$ cat config.mk
export PLATFORM = sky130hd
export DESIGN_NAME = sticky_status_word
export DESIGN_NICKNAME = d
export VERILOG_FILES = /design/src/rtl/sticky_status_pkg.sv /design/src/rtl/ssw_rst_sync.sv /design/src/rtl/ssw_flag_cell.sv /design/src/rtl/ssw_read_reg.sv /design/src/rtl/sticky_status_word.sv
export SDC_FILE = /design/constraint.sdc
export NUM_CORES = 1
export LEC_CHECK = 0
export BUFFER_PORTS_ARGS = -buffer_cell sky130_fd_sc_hd__buf_2
export CAP_MARGIN = 0
export CORE_MARGIN = 3
export CORE_UTILIZATION = 43
export DETAILED_ROUTE_END_ITERATION = 16
export GPL_TIMING_DRIVEN = 0
export PLACE_DENSITY_LB_ADDON = 0.25
export SETUP_SLACK_MARGIN = 0.5
export SLEW_MARGIN = 0
export SYNTH_ARGS = -nofsm -noshare
export SYNTH_HDL_FRONTEND = slang
export SYNTH_SLANG_ARGS = --single-unit
export TNS_END_PERCENT = 50
$ cat constraint.sdc
create_clock -name clk -period 1 [get_ports clk]
set_input_delay 0.2 -clock clk [delete_from_list [all_inputs] [get_ports clk]]
set_output_delay 0.2 -clock clk [all_outputs]
set_load 0.05 [all_outputs]
$ cat src/rtl/sticky_status_pkg.sv
package sticky_status_pkg;
  localparam int unsigned SSW_WIDTH = 16;
  localparam logic [SSW_WIDTH-1:0] SSW_RSVD_DEFAULT = 16'hF200;
  localparam int unsigned FE_PAYLOAD_BIT = 10;
  localparam int unsigned FE_GAP_BIT     = 9;
  localparam int unsigned FE_SERVER_BIT  = 8;
endpackage

$ cat src/rtl/ssw_rst_sync.sv
module ssw_rst_sync #(
  parameter int unsigned STAGES = 2
) (
  input  logic clk,
  input  logic rst_n,
  output logic rst_sync_n
);
  logic [STAGES-1:0] chain_q;
  logic [STAGES-1:0] chain_d;

  always_comb begin
    chain_d = {chain_q[STAGES-2:0], 1'b1};
  end

  always_ff @(posedge clk or negedge rst_n) begin
    if (!rst_n) chain_q <= '0;
    else        chain_q <= chain_d;
  end

  assign rst_sync_n = chain_q[STAGES-1];
endmodule

$ cat src/rtl/ssw_flag_cell.sv
module ssw_flag_cell #(
  parameter bit RESERVED = 1'b0
) (
  input  logic clk,
  input  logic rst_n,
  input  logic cond_i,
  input  logic clr_i,
  output logic flag_o
);
  generate
    if (RESERVED) begin : g_rsvd
      logic unused_rsvd;
      assign unused_rsvd = ^{clk, rst_n, cond_i, clr_i};
      assign flag_o = 1'b0;
    end else begin : g_live
      logic flag_q;
      logic flag_d;
      logic flag_en;

      // set wins: a high condition overrides a same-cycle clear
      always_comb begin
        flag_en = cond_i | clr_i;
        flag_d  = cond_i | (flag_q & ~clr_i);
      end

      always_ff @(posedge clk or negedge rst_n) begin
        if (!rst_n)       flag_q <= 1'b0;
        else if (flag_en) flag_q <= flag_d;
      end

      assign flag_o = flag_q;

      a_r2_set_latches: assert property (@(posedge clk) disable iff (!rst_n)
        cond_i |=> flag_o);
      a_r2_holds_unselected: assert property (@(posedge clk) disable iff (!rst_n)
        (flag_o && !clr_i) |=> flag_o);
      a_r3_selected_clears: assert property (@(posedge clk) disable iff (!rst_n)
        (clr_i && !cond_i) |=> !flag_o);
      a_r4_set_beats_clear: assert property (@(posedge clk) disable iff (!rst_n)
        (clr_i && cond_i) |=> flag_o);
    end
  endgenerate
endmodule

$ cat src/rtl/ssw_read_reg.sv
module ssw_read_reg #(
  parameter int unsigned WIDTH = 16
) (
  input  logic             clk,
  input  logic             rst_n,
  input  logic             rd_stb_i,
  input  logic [WIDTH-1:0] word_i,
  output logic [WIDTH-1:0] rd_data_o
);
  logic [WIDTH-1:0] snap_q;

  always_ff @(posedge clk or negedge rst_n) begin
    if (!rst_n)        snap_q <= '0;
    else if (rd_stb_i) snap_q <= word_i;
  end

  assign rd_data_o = snap_q;

  a_r7_snapshot_holds: assert property (@(posedge clk) disable iff (!rst_n)
    !rd_stb_i |=> $stable(rd_data_o));
  a_r7_snapshot_loads: assert property (@(posedge clk) disable iff (!rst_n)
    rd_stb_i |=> (rd_data_o == $past(word_i)));
endmodule

$ cat src/rtl/sticky_status_word.sv
module sticky_status_word #(
  parameter int unsigned WIDTH = sticky_status_pkg::SSW_WIDTH,
  parameter logic [WIDTH-1:0] RSVD_MASK = sticky_status_pkg::SSW_RSVD_DEFAULT
) (
  input  logic             clk,
  input  logic             rst_n,
  input  logic [WIDTH-1:0] cond_i,
  input  logic             rd_stb_i,
  output logic [WIDTH-1:0] rd_data_o,
  input  logic             clr_stb_i,
  input  logic [WIDTH-1:0] clr_mask_i
);
  logic             rst_sync_n;
  logic [WIDTH-1:0] clr_sel;
  logic [WIDTH-1:0] flags;

  ssw_rst_sync #(.STAGES(2)) u_rst_sync (
    .clk        (clk),
    .rst_n      (rst_n),
    .rst_sync_n (rst_sync_n)
  );

  always_comb begin
    clr_sel = {WIDTH{clr_stb_i}} & clr_mask_i;
  end

  for (genvar b = 0; b < WIDTH; b++) begin : g_flag
    ssw_flag_cell #(.RESERVED(RSVD_MASK[b])) u_cell (
      .clk    (clk),
      .rst_n  (rst_sync_n),
      .cond_i (cond_i[b]),
      .clr_i  (clr_sel[b]),
      .flag_o (flags[b])
    );
  end

  ssw_read_reg #(.WIDTH(WIDTH)) u_read (
    .clk       (clk),
    .rst_n     (rst_sync_n),
    .rd_stb_i  (rd_stb_i),
    .word_i    (flags),
    .rd_data_o (rd_data_o)
  );

  a_r6_rsvd_read_zero: assert property (@(posedge clk) disable iff (!rst_sync_n)
    (rd_data_o & RSVD_MASK) == '0);
  a_r7_read_no_side_effect: assert property (@(posedge clk) disable iff (!rst_sync_n)
    (rd_stb_i && !clr_stb_i && cond_i == '0) |=> (flags == $past(flags)));
endmodule

==> metrics.yaml, run 1 <==
outcome:
  status: "complete, but fails checks"
  violations: "setup timing"
cells_and_area:
  antenna_cells: 0
  nets: 154
  drive_above_1_share: 0.6496
  nFillCells: 151
  design_area_um2: 1375
  synthToLayoutAreaGrowth_pct: 44.80
  layout_common_cells: "buf_2 (25), buf_6 (17), dfrtp_1 (12)"
  layout_commonest_cell: "buf_2"
cts:
  clkSinkCount: 24
  cts_buffer_depth: 2
  cts_tree: "built"
  clk_pin_slew_ns: 0.13
  htreeDepth: 1
  insertion_delay_ns: 0.31
  cts_made_buffers: 3
  clockRootBuffer: "clkbuf_4"
global_routing:
  grt_pass1_vias: 615
  antenna_found_initial: 0
  grt_start_max_net_pins: 23
  grt_pass1_wl_um: 2904
  grt.overflow.total: 0
  track_usage: 0.1476
synth:
  ys_seq_area_frac: 0.6324
  syn_avg_cell_area_um2: 14.39
  ys_types: 8
  synth-seq-cells: 24
  synth_cells: 66
  yosysWarningCount: 0
  syn-cell-area_um2: 949.7
floorplan:
  core_area_um2: 2022
  dieWidth_um: 53.00
  io_pins: 52
  dieHeight_um: 53.00
  rows: 16
  die_area_um2: 2808
  start_util: 0.4697
worst_setup_path:
  rrSetupSlack_ns: -0.01
  path_cells: "buf_6"
  cp-start-kind: "flop"
  r2r_cells: 3
  cp-end-kind: "output pin"
  arrival_ns: 0.91
  slowest_delay_ns: 0.44
  critical-path-top-delay-family: "flip-flops"
  critical_path_class: "reg -> out"
  slowest_stage: "dfrtp_2"
  critPathRequiredTime_ns: 0.80
  crit_buf_inv: 1
  cp.depth: 1
  path_max_fanout: 2
min_path:
  whs_path_depth: 2
  min_path_type: "in -> reg"
sta:
  setup_slack_ns: -0.1086
  fmax_mhz: 902.0
  whs_ns: 0.05563
  setup_viol: 13
  finClkSkew_ns: 0.008317
  fin_crit_ns: 1.109
  setup_tns_ns: -1.037
  maxSlewViolCount: 0
  hold_viol: 0
  rsz0062_at_grt: "true"
  timing.final.crit_share: 1.109
drt:
  drt-wirelength-per-cell_um: 12.30
  dr.pass1.iters: 2
  drt-total-wl_um: 1771
  viasPerCell: 4.326
  dr_total_vias: 623
  drt_iter0_drc: 2
  ant_nets: 0
  drc: 0
power_and_ir_drop:
  peakVddDrop_mv: 0.9979
  power_density_nw_per_um2: 1586
  p_total_mw: 2.181
  p_leak_nw: 0.6683
placed_design:
  place_congestion: 0.5828
  place_area_um2: 1194
  hpwl_um: 1234
  place_ws_ns: 0.07439
  io_buffers: 36
flow_run:
  maxCapViolCount: 0
==> sequential cells by signal, indices dropped and copies added (netlist names) <==
signal and count:
u_rst_sync.chain_q 2, u_read.rd_data_o 11, g_flag.u_cell.flag_o 11
==> per-stage QoR <==
step,instances,utilization
CTS,142,0.6652
global placement,133,0.5903
global route,144,0.6801
finish,144,0.6801
detailed placement,133,0.5903
floorplan,70,-
==> logic make-up after synthesis <==
group           after synthesis  share of synthesized area
compound gates               11                    0.08696
buf+inv                       7                    0.05928
simple gates                 11                    0.04348
other cells                   2                   0.007908
flops                        24                     0.6324
mux                          11                     0.1700
==> Yosys cell counts <==
library cell	count	area, µm²
mux2_4	10	150.1
dfrtp_1	24	600.6
buf_4	6	45.04
conb_1	2	7.510
mux2_2	1	11.26
a21o_1	11	82.58
buf_6	1	11.26
nand2_1	11	41.29
==> path summary, 6_finish.rpt <==
path                                                 start                                   to
min in group asynchronous                            rst_n      u_rst_sync.chain_q[1]$_DFF_PN0_
max in group asynchronous  u_rst_sync.chain_q[1]$_DFF_PN0_      u_read.rd_data_o[2]$_DFFE_PN0P_
hold reg to reg            u_rst_sync.chain_q[1]$_DFF_PN0_  g_flag[1].u_cell.flag_o$_DFFE_PN0P_
hold / removal                                   cond_i[8]  g_flag[8].u_cell.flag_o$_DFFE_PN0P_
setup reg to reg           u_read.rd_data_o[1]$_DFFE_PN0P_      u_read.rd_data_o[1]$_DFFE_PN0P_
setup / recovery           u_read.rd_data_o[1]$_DFFE_PN0P_                         rd_data_o[1]
==> what timing repair did <==
item	CTS	global route
gates resized for setup	24	4
pin swaps	6	10
gates cloned	0	0
hold buffers	1	0
endpoints found under the hold margin	2	0
setup endpoints to repair	55	48
buffers inserted	4	2
==> area by class of cell <==
class	count	area, µm²	share of cell area
Sequential cell	24	618.1	0.4495
Timing Repair Buffer	43	322.8	0.2348
Multi-Input combinational cell	39	307.8	0.2238
Buffer	7	56.30	0.04095
Clock buffer	4	36.28	0.02639
Tap cell	27	33.78	0.02457
==> where the power goes <==
part,internal [mW],switching [mW]
clock,0.222,0.274
sequential,1.06,0.0692
combinational,0.268,0.290
==> per-layer routing <==
metal  part of all wire  up-vias  track usage
met5                  0        -            0
met4                  0        0      0.05106
met3              0.080        0      0.03662
met2               0.53       25       0.2500
met1               0.39      291       0.1815
li1                   -      307            -
Power figures use the tool's default switching activity.
==> inputs of run 2 (changes only) <==
--- a/config.mk
+++ b/config.mk
@@ -12,6 +12,7 @@
 export DETAILED_ROUTE_END_ITERATION = 16
 export GPL_TIMING_DRIVEN = 0
 export PLACE_DENSITY_LB_ADDON = 0.25
+export REMOVE_ABC_BUFFERS = 1
 export SETUP_SLACK_MARGIN = 0.5
 export SLEW_MARGIN = 0
 export SYNTH_ARGS = -nofsm -noshare
==> run 2 against run 1 <==
  * The flow still finishes with violations (setup timing)
  * Core utilization decreased by 3.8 points
  * Clock-buffer cell count decreased by 1
  * Wire length decreased by 4.7%
  * Global-route usage decreased by 1.3 points
  * Sequential share of layout area increased by 1.6 points
  * Setup slack improved by 0.032 ns
  * Sequential power about the same
  * Final cell count decreased by 4.2%
  * Via count increased by 1.1%
  * Fmax increased by 3.0%
  * Register-to-register slack improved by 0.10 ns
  * Critical endpoint is now rd_data_o[4]
  * Largest power group unchanged
  * Highest routed layer is now met4
==> metrics.yaml, run 2 (same netlist as run 1, synthesis figures left out) <==
cts:
  clockRootBuffer: "clkbuf_4"
  cts_made_buffers: 3
  cts_buffer_depth: 2
  clk_pin_slew_ns: 0.11
  cts_tree: "built"
  clkSinkCount: 24
  htreeDepth: 1
  insertion_delay_ns: 0.30
placed_design:
  place_area_um2: 1122
  io_buffers: 36
  place_ws_ns: -0.03359
  dpl.cell_count: 126
  place_congestion: 0.5926
global_routing:
  grt_pass1_vias: 625
  grt_pass1_wl_um: 2691
  track_usage: 0.1349
  grt.overflow.total: 0
  grt_start_max_net_pins: 23
  antenna_found_initial: 0
worst_setup_path:
  cp.depth: 1
  rr_startpoint: "u_read.rd_data_o[10]$_DFFE_PN0P_"
  slowest_delay_ns: 0.42
  critical_path_class: "reg -> out"
  path_cells: "buf_6"
  critPathLaunch: "u_read.rd_data_o[4]$_DFFE_PN0P_"
  cp-start-kind: "flop"
  arrival_ns: 0.88
  r2r_cells: 2
  critical-path-top-delay-family: "flip-flops"
  path_max_fanout: 2
  rrSetupSlack_ns: 0.09
  critPathRequiredTime_ns: 0.80
  slowest_stage: "dfrtp_1"
  crit_buf_inv: 1
  crit_path_end: "rd_data_o[4]"
  cp-end-kind: "output pin"
  reg2reg_to: "u_read.rd_data_o[10]$_DFFE_PN0P_"
sta:
  maxSlewViolCount: 0
  rsz0062_at_grt: "true"
  setup_viol: 11
  finClkSkew_ns: 0.006357
  timing.final.crit_share: 1.077
  whs_ns: 0.06853
  setup_slack_ns: -0.07677
  fin_crit_ns: 1.077
  fmax_mhz: 928.7
  setup_tns_ns: -0.6909
  hold_viol: 0
cells_and_area:
  antenna_cells: 0
  layout_common_cells: "buf_2 (25), dfrtp_1 (23), buf_6 (14)"
  design_area_um2: 1299
  final_util: 0.6423
  layout_commonest_cell: "buf_2"
  nets: 149
  drive_above_1_share: 0.5315
  post_layout_nonfiller_instances: 138
  synthToLayoutAreaGrowth_pct: 36.76
  nFillCells: 173
drt:
  drt-total-wl_um: 1687
  dr.pass1.iters: 4
  viasPerCell: 4.565
  dr_total_vias: 630
  drc: 0
  drt-wirelength-per-cell_um: 12.22
  ant_nets: 0
  drt_iter0_drc: 3
power_and_ir_drop:
  p_total_mw: 2.039
  switching_share: 0.2929
  seqPwrFrac: 0.547
  power_density_nw_per_um2: 1570
  comb_power_share: 0.265
  internal_power_mw: 1.441
  switchingPower_mw: 0.5972
  p_leak_nw: 0.6353
  p_clk_frac: 0.187
  peakVddDrop_mv: 1.156
outcome:
  violations: "setup timing"
  status: "complete, but fails checks"
floorplan:
  rows: 16
  io_pins: 52
  start_util: 0.4697
  core_area_um2: 2022
  die_area_um2: 2808
  dieWidth_um: 53.00
  dieHeight_um: 53.00
flow_run:
  maxCapViolCount: 0
min_path:
  min_path_type: "in -> reg"
-- run 2: power groups by stage --
stage | Combinational (mW) | Sequential, mW | Clock (mW)
6_report | 0.541 | 1.12 | 0.382
5_1_grt | 0.573 | 1.13 | 0.457
4_1_cts | 0.519 | 1.12 | 0.413
3_5_place_dp | 0.429 | 1.12 | 0
3_3_place_gp | 0.424 | 1.12 | 0
2_1_floorplan | 0.143 | 1.27 | 0
-- run 2: worst min path at each step --
stage | start | to | slack (ns) | depth (start not counted)
2_1_floorplan | rst_n | u_rst_sync.chain_q[0]$_DFF_PN0_ | -0.1 | 0
3_3_place_gp | rst_n | u_rst_sync.chain_q[1]$_DFF_PN0_ | -0.01 | 1
3_5_place_dp | rst_n | u_rst_sync.chain_q[0]$_DFF_PN0_ | -0.01 | 1
4_1_cts | cond_i[2] | g_flag[2].u_cell.flag_o$_DFFE_PN0P_ | 0.05 | 2
5_1_grt | cond_i[8] | g_flag[8].u_cell.flag_o$_DFFE_PN0P_ | 0.04 | 2
6_report | cond_i[8] | g_flag[8].u_cell.flag_o$_DFFE_PN0P_ | 0.07 | 2
-- run 2: cell type report --
type,instances,area [µm²],share of cell area
timing repair buffer,45,330.3,0.2543
clock buffer,3,22.52,0.01734
tap,27,33.78,0.02601
multi-input combinational,39,307.8,0.2370
sequential,24,604.3,0.4653
-- run 2: what timing repair did --
action	CTS	global route
resized for setup	24	3
hold buffers	1	0
pin swaps	11	11
hold endpoints to repair	2	0
setup endpoints to repair	55	33
buffers inserted	5	3
-- run 2: layer usage --
metal	track usage	part of all wire	up-vias
met2	0.2438	0.53	25
met3	0.06197	0.081	2
li1	-	-	297
met4	0.01277	0.0053	0
met5	0	0	-
met1	0.1486	0.39	306
